==> src/rtl/eecfg_pkg.sv <==
package eecfg_pkg;

    localparam int              WORD_W     = 16;
    localparam int              N_WORDS    = 64;
    localparam int              ADDR_W     = $clog2(N_WORDS);
    localparam int              FRAME_BITS = 9;
    localparam logic [7:0]      READ_OP    = 8'h80;
    localparam logic [15:0]     IMG_MAGIC  = 16'h1234;
    // word holding the ID byte (low) and option byte (high)
    localparam logic [ADDR_W-1:0] HOST_WORD  = ADDR_W'(32);
    // word whose high byte is the queue-depth shift
    localparam logic [ADDR_W-1:0] QUEUE_WORD = ADDR_W'(33);
    localparam int              NEG_BIT    = 8 + 3;
    localparam logic [2:0]      DEFAULT_ID = 3'd7;

    typedef enum logic [2:0] {
        PH_GAP,
        PH_CMD_SET,
        PH_CMD_HI,
        PH_CMD_LO,
        PH_DAT_LO,
        PH_DAT_HI,
        PH_HALT
    } phase_e;

    typedef struct packed {
        logic cs;
        logic sk;
        logic di;
    } pins_t;

    typedef struct packed {
        logic [ADDR_W-1:0] addr;
        logic [WORD_W-1:0] data;
        logic              last;
    } word_t;

    function automatic logic [FRAME_BITS-1:0] read_frame(input logic [ADDR_W-1:0] a);
        return {1'b1, READ_OP | 8'(a)};
    endfunction

endpackage

==> src/rtl/eecfg_phase_timer.sv <==
module eecfg_phase_timer #(
    parameter int PHASE_CYCLES = 8000
) (
    input  logic clk,
    input  logic rst,
    output logic tick
);
    localparam int            CW   = (PHASE_CYCLES > 1) ? $clog2(PHASE_CYCLES) : 1;
    localparam logic [CW-1:0] LAST = CW'(PHASE_CYCLES - 1);

    logic [CW-1:0] cnt;

    always_ff @(posedge clk) begin
        if (rst)              cnt <= LAST;
        else if (cnt == '0)   cnt <= LAST;
        else                  cnt <= cnt - 1'b1;
    end

    assign tick = (cnt == '0);
endmodule

==> src/rtl/eecfg_serial_engine.sv <==
module eecfg_serial_engine
    import eecfg_pkg::*;
(
    input  logic  clk,
    input  logic  rst,
    input  logic  tick,
    input  logic  eep_do,
    output pins_t pins,
    output word_t word,
    output logic  word_stb
);
    phase_e                 ph;
    logic [3:0]             bit_n;
    logic [ADDR_W-1:0]      addr;
    logic [ADDR_W-1:0]      cap_addr;
    logic [WORD_W-1:0]      shreg;
    logic [FRAME_BITS-1:0]  frame;

    assign frame = read_frame(addr);

    always_ff @(posedge clk) begin
        if (rst) begin
            ph       <= PH_GAP;
            bit_n    <= '0;
            addr     <= '0;
            cap_addr <= '0;
            shreg    <= '0;
            word_stb <= 1'b0;
        end else begin
            word_stb <= 1'b0;
            if (tick) begin
                unique case (ph)
                    PH_GAP: begin
                        ph    <= PH_CMD_SET;
                        bit_n <= 4'(FRAME_BITS - 1);
                    end
                    PH_CMD_SET: ph <= PH_CMD_HI;
                    PH_CMD_HI:  ph <= PH_CMD_LO;
                    PH_CMD_LO: begin
                        if (bit_n == '0) begin
                            ph    <= PH_DAT_LO;
                            bit_n <= 4'(WORD_W - 1);
                        end else begin
                            ph    <= PH_CMD_SET;
                            bit_n <= bit_n - 1'b1;
                        end
                    end
                    PH_DAT_LO: ph <= PH_DAT_HI;
                    PH_DAT_HI: begin
                        shreg <= {shreg[WORD_W-2:0], eep_do};
                        if (bit_n == '0) begin
                            word_stb <= 1'b1;
                            cap_addr <= addr;
                            addr     <= addr + 1'b1;
                            ph       <= (addr == ADDR_W'(N_WORDS - 1)) ? PH_HALT : PH_GAP;
                        end else begin
                            bit_n <= bit_n - 1'b1;
                            ph    <= PH_DAT_LO;
                        end
                    end
                    PH_HALT: ph <= PH_HALT;
                    default: ph <= PH_HALT;
                endcase
            end
        end
    end

    always_comb begin
        pins.cs = (ph != PH_GAP) && (ph != PH_HALT);
        pins.sk = (ph == PH_CMD_HI) || (ph == PH_DAT_HI);
        pins.di = ((ph == PH_CMD_SET) || (ph == PH_CMD_HI) || (ph == PH_CMD_LO))
                  ? frame[bit_n] : 1'b0;
    end

    assign word.addr = cap_addr;
    assign word.data = shreg;
    assign word.last = (cap_addr == ADDR_W'(N_WORDS - 1));
endmodule

==> src/rtl/eecfg_image_check.sv <==
module eecfg_image_check
    import eecfg_pkg::*;
#(
    parameter int DEPTH_W = 16
) (
    input  logic               clk,
    input  logic               rst,
    input  word_t              word,
    input  logic               word_stb,
    output logic [2:0]         own_id,
    output logic [7:0]         id_mask,
    output logic [DEPTH_W-1:0] tag_depth,
    output logic               act_neg,
    output logic               cfg_valid,
    output logic               load_done
);
    localparam int MAX_SHIFT = DEPTH_W - 2;

    logic [WORD_W-1:0] sum;
    logic [WORD_W-1:0] sum_next;
    logic [2:0]        id_raw;
    logic              neg_raw;
    logic [7:0]        shift_raw;

    function automatic logic [DEPTH_W-1:0] depth_of(input logic [7:0] s);
        if (int'(s) > MAX_SHIFT) return {1'b1, {(DEPTH_W-1){1'b0}}};
        else                     return DEPTH_W'(2) << s;
    endfunction

    assign sum_next = sum + word.data;

    always_ff @(posedge clk) begin
        if (rst) begin
            sum       <= '0;
            id_raw    <= '0;
            neg_raw   <= 1'b0;
            shift_raw <= '0;
            own_id    <= DEFAULT_ID;
            id_mask   <= 8'b1 << DEFAULT_ID;
            tag_depth <= '0;
            act_neg   <= 1'b0;
            cfg_valid <= 1'b0;
            load_done <= 1'b0;
        end else begin
            load_done <= 1'b0;
            if (word_stb) begin
                sum <= sum_next;
                if (word.addr == HOST_WORD) begin
                    id_raw  <= word.data[2:0];
                    neg_raw <= word.data[NEG_BIT];
                end
                if (word.addr == QUEUE_WORD) shift_raw <= word.data[15:8];
                if (word.last) begin
                    load_done <= 1'b1;
                    if (sum_next == IMG_MAGIC) begin
                        cfg_valid <= 1'b1;
                        own_id    <= id_raw;
                        id_mask   <= 8'b1 << id_raw;
                        tag_depth <= depth_of(shift_raw);
                        act_neg   <= neg_raw;
                    end else begin
                        cfg_valid <= 1'b0;
                        own_id    <= DEFAULT_ID;
                        id_mask   <= 8'b1 << DEFAULT_ID;
                        tag_depth <= '0;
                        act_neg   <= 1'b0;
                    end
                end
            end
        end
    end
endmodule

==> src/rtl/eecfg_loader.sv <==
module eecfg_loader
    import eecfg_pkg::*;
#(
    parameter int PHASE_CYCLES = 8000,
    parameter int DEPTH_W      = 16
) (
    input  logic               clk,
    input  logic               rst,
    input  logic               eep_do,
    output logic               eep_cs,
    output logic               eep_sk,
    output logic               eep_di,
    output logic [2:0]         own_id,
    output logic [7:0]         id_mask,
    output logic [DEPTH_W-1:0] tag_depth,
    output logic               act_neg,
    output logic               cfg_valid,
    output logic               load_done
);
    logic  tick;
    pins_t pins;
    word_t word;
    logic  word_stb;

    eecfg_phase_timer #(.PHASE_CYCLES(PHASE_CYCLES)) u_timer (
        .clk  (clk),
        .rst  (rst),
        .tick (tick)
    );

    eecfg_serial_engine u_engine (
        .clk      (clk),
        .rst      (rst),
        .tick     (tick),
        .eep_do   (eep_do),
        .pins     (pins),
        .word     (word),
        .word_stb (word_stb)
    );

    eecfg_image_check #(.DEPTH_W(DEPTH_W)) u_image (
        .clk       (clk),
        .rst       (rst),
        .word      (word),
        .word_stb  (word_stb),
        .own_id    (own_id),
        .id_mask   (id_mask),
        .tag_depth (tag_depth),
        .act_neg   (act_neg),
        .cfg_valid (cfg_valid),
        .load_done (load_done)
    );

    assign eep_cs = pins.cs;
    assign eep_sk = pins.sk;
    assign eep_di = pins.di;
endmodule

==> config.mk <==
export PLATFORM = sky130hd
export DESIGN_NAME = eecfg_loader
export DESIGN_NICKNAME = d
export VERILOG_FILES = /design/src/rtl/eecfg_pkg.sv /design/src/rtl/eecfg_phase_timer.sv /design/src/rtl/eecfg_serial_engine.sv /design/src/rtl/eecfg_image_check.sv /design/src/rtl/eecfg_loader.sv
export SDC_FILE = /design/constraint.sdc
export NUM_CORES = 1
export LEC_CHECK = 0
export ABC_AREA = 1
export CAP_MARGIN = 20
export CORE_AREA = 4 4 149 108
export DETAILED_ROUTE_END_ITERATION = 7
export DIE_AREA = 0 0 153 112
export GPL_TIMING_DRIVEN = 0
export PLACE_DENSITY_LB_ADDON = 0.2
export SLEW_MARGIN = 0
export SYNTH_ARGS = -nofsm -noshare
export SYNTH_HDL_FRONTEND = slang
export SYNTH_SLANG_ARGS = --single-unit
==> constraint.sdc <==
create_clock -name clk -period 2.69 [get_ports clk]
set_input_delay 0.538 -clock clk [delete_from_list [all_inputs] [get_ports clk]]
set_output_delay 0.538 -clock clk [all_outputs]
set_load 0.1 [all_outputs]
==> key figures <==
Finish
  • Number of nets in the finished design: 875
  • Fill cell total of the finished layout: about 1,500
  • Area growth, synth to finish: 16.4%
  • Ratio of cells with drive above 1 in the final layout: 0.0479
  • Leading cell type in the layout, fill and taps excluded: nand2_1
  • Sequential standard cell area: between 2000 and 2500 um2
  • Final design utilization: 0.439
  • Count of inserted antenna diode cells: 0
  • Multi-input logic area: ~2700 um2
  • Most frequent cells in the layout: nand2_1 (160), inv_1 (129), dfxtp_1 (106)

Setup path
  • Required time of the worst setup path: between 2 and 3 ns
  • CP Cell Sequence: ha_1 -> fa_2 -> nor2_1 -> nand3_1 -> nor2_1 -> nand3_1 -> nor2_1 -> nand3_1 -> nor2_4 -> buf_4 -> nand4_1 -> a21oi_1
  • Buffer and inverter count on the worst path: 1
  • Worst stage delay on the critical path: between 0.4 and 0.5 ns
  • Worst Setup End Kind: flop
  • Type of the setup path with the least slack: reg2reg
  • Setup slack of the most critical reg-to-reg path: between 0.15 and 0.2 ns
  • WP data arrival: 2.78 ns
  • Highest net fanout along the worst path: 4
  • CP max stage cell: fa_2
  • Crit path max-delay family: simple AND/OR/NAND/NOR gates
  • Startpoint type of the worst setup path: flop

Timing
  • Final count of negative-setup-slack endpoints: 0
  • Worst-case hold slack: between 0.4 and 0.5 ns
  • Number of pins exceeding their max-slew limit in the final report: 0
  • Setup TNS Final: 0 ns
  • Final clock period utilization by the worst path: 0.927
  • Minimum period implied by the final worst setup slack: 2.49 ns
  • Setup repair after global routing missed its margin: false
  • Transition time at the pin with the least slew margin: approximately 1.0 ns
  • Relative slew margins: 0.297
  • Fmax: approximately 400 MHz
  • Clk_skew: a little over 0.009 ns
  • Count of final hold-check violations: 0

Synthesis
  • Post-synthesis instance total: approximately 810
  • Sequential cell area fraction in the yosys report: 0.387
  • Post-synthesis register bit count: between 100 and 150
  • Net count after synthesis: ~830
  • Mapped Area: around 5500 um2
  • Number of distinct standard cells referenced by the synthesized netlist: 37
  • Mean instance size in the synthesized netlist: 6.81 um2
  • Synthesis Warnings: 0

Drt
  • Top routing layer in use: met4
  • Count of antenna-violating nets left after detailed routing: 0
  • Average routed wire per standard cell: approximately 13 um
  • Post-Route WL: between 10,000 and 15,000 um
  • Starting DRT DRC Count: 387
  • First-pass iteration count of the detailed router: 5
  • DR WL met2: 4880 um
  • Vias: 5,089
  • Met3 wirelength from detailed routing: roughly 660 um
  • DRC violations left: 0
  • Metal1 wirelength: approximately 8000 um
  • Vias per Instance: ~4.8

Power and ir drop
  • Leakage: between 2 and 3 nW
  • PD cells: around 470 nW/um2
  • Largest voltage drop on the vdd net: 309 uV

Global routing
  • Total congestion overflow after global routing: 0
  • Pin count of the biggest net entering global routing: 20
  • Initial antenna violation count: 0
  • Via count of the first global-routing pass: about 4,500
  • Overall fraction of global-route tracks in use: 0.161
  • First-pass GRT wire length: around 23,000 um

Die
  • Vertical die dimension: ~110 um
  • # IOs: 36
  • Die footprint: around 17,000 um2
  • Standard cell core area: 14,500 um2
  • Initial Utilization: 0.377
  • Die outline width: 153 um
  • Site Rows: 37

Run
  • Max-Cap Viols: 0

Clock network
  • Clock network latency to the later pin of the worst-skew pair: 0.35 ns
  • TritonCTS clock tree: yes
  • Hold buffer count at cts: 0
  • Total number of clock tree sinks: 106
  • Clock-pin slew on the worst setup and hold paths: about 0.08 ns
  • Root buffer cell: clkbuf_16
  • CTS max path bufs: 2
  • Total number of H-tree levels: 3
  • Number of clock buffers inserted by TritonCTS: 9

Outcome
  • Status: complete, no violations

Place
  • RePlAce Congestion: 0.880
  • HPWL after detailed placement: 10,500 um
  • # port buffers: 34

Min path
  • Worst hold-check path type: reg2reg
## worst register-to-register path: cells and delay by family, from the launching register on
kind                       cells  cell delay (ns)
buffers and inverters          1             0.16
AOI/OAI and AO/OA              1             0.15
and+or+nand+nor                8             1.05
adders and majority gates      2             0.72
DFF                            1             0.36
## report_power, final
group	switching [mW]	total (mW)	internal, mW
clock network	0.642	1.39	0.745
logic	0.0462	0.0590	0.0128
registers	0.00263	1.57	1.57
total	0.690	3.02	2.33
## path summary, 6_finish.rpt
| check | from | end | cells past startpoint |
|---|---|---|---|
| setup / recovery | u_engine.shreg[0] | u_image.id_mask[2] | 12 |
| hold / removal | u_timer.cnt[0] | u_timer.cnt[0] | 1 |
| setup reg to reg | u_engine.shreg[0] | u_image.id_mask[2] | 12 |
| hold reg to reg | u_timer.cnt[0] | u_timer.cnt[0] | 1 |
## flip-flops by register name, summed over array words and instances (netlist names), 4 cells and up
| name | flops |
|---|---|
| u_engine.addr | 6 |
| u_image.tag_depth | 15 |
| u_image.shift_raw | 8 |
| u_timer.cnt | 13 |
| u_image.id_mask | 8 |
| u_engine.cap_addr | 6 |
| u_engine.bit_n | 4 |
| u_image.sum | 16 |
| u_engine.shreg | 16 |
## through the flow
step	cell area, um2	instances	worst slack [ns]	power [mW]
after floorplan	5480	805	0.330	1.65
after global placement	6070	1034	-0.145	1.67
after detailed placement	6070	1034	-0.171	1.67
after CTS	6380	1050	0.00853	3.05
after global routing	6390	1051	0.0206	3.12
final	6390	1051	0.197	3.02
## metal layers
layer,up-vias,GRT usage
met2,117,0.214
li1,2703,-
met5,-,0
met1,2252,0.257
met4,0,0.0404
met3,17,0.0330
## layout make-up
class,count,share of cell area
Clock inverter,6,0.0129
Timing Repair Buffer,35,0.0531
Buffer,23,0.0198
Clock buffer,10,0.0359
Sequential cell,106,0.332
Tap cell,195,0.0382
Inverter,132,0.0780
Multi-Input combinational cell,544,0.430
## cells by family after synthesis
logic type / after synthesis / synth area share
adder cells (fa/ha/maj): 21 / 0.0493
XOR/XNOR: 6 / 0.00958
flip-flops: 106 / 0.387
buffers and inverters: 155 / 0.114
AND/OR/NAND/NOR: 343 / 0.274
AO/OA/AOI/OAI: 173 / 0.165
other: 1 / 0.000684
## timing repair
item | 4_1_cts | 5_1_grt
endpoints found under the hold margin | 0 | 0
pin swaps | 0 | 1
cloned | 0 | 0
setup buffers | 0 | 1
setup endpoints to repair | 3 | 25
resized for setup | 5 | 9
## cells in the mapped netlist, drive strengths merged
master     n  area share
a21oi     89       0.081
nand4     21       0.024
o31ai      1      0.0014
nand2    164        0.11
xnor2      4      0.0064
o22ai      1      0.0011
nor2      87       0.067
and2       3      0.0034
o2111ai    1      0.0016
a31oi      3      0.0034
nor4       2      0.0023
o41ai      1      0.0016
nand3     49       0.047
dfxtp    106        0.39
o21ai     67       0.061
inv      131       0.090
nor3      14       0.014
nand3b     3      0.0041
a211oi     1      0.0014
ha        20       0.046
o211ai     8       0.011
clkinv     1     0.00068
clkbuf    15       0.010
xor2       2      0.0032
a221oi     1      0.0016
conb       1     0.00068
buf        8       0.013
fa         1      0.0037
Power figures use the tool's default switching activity.
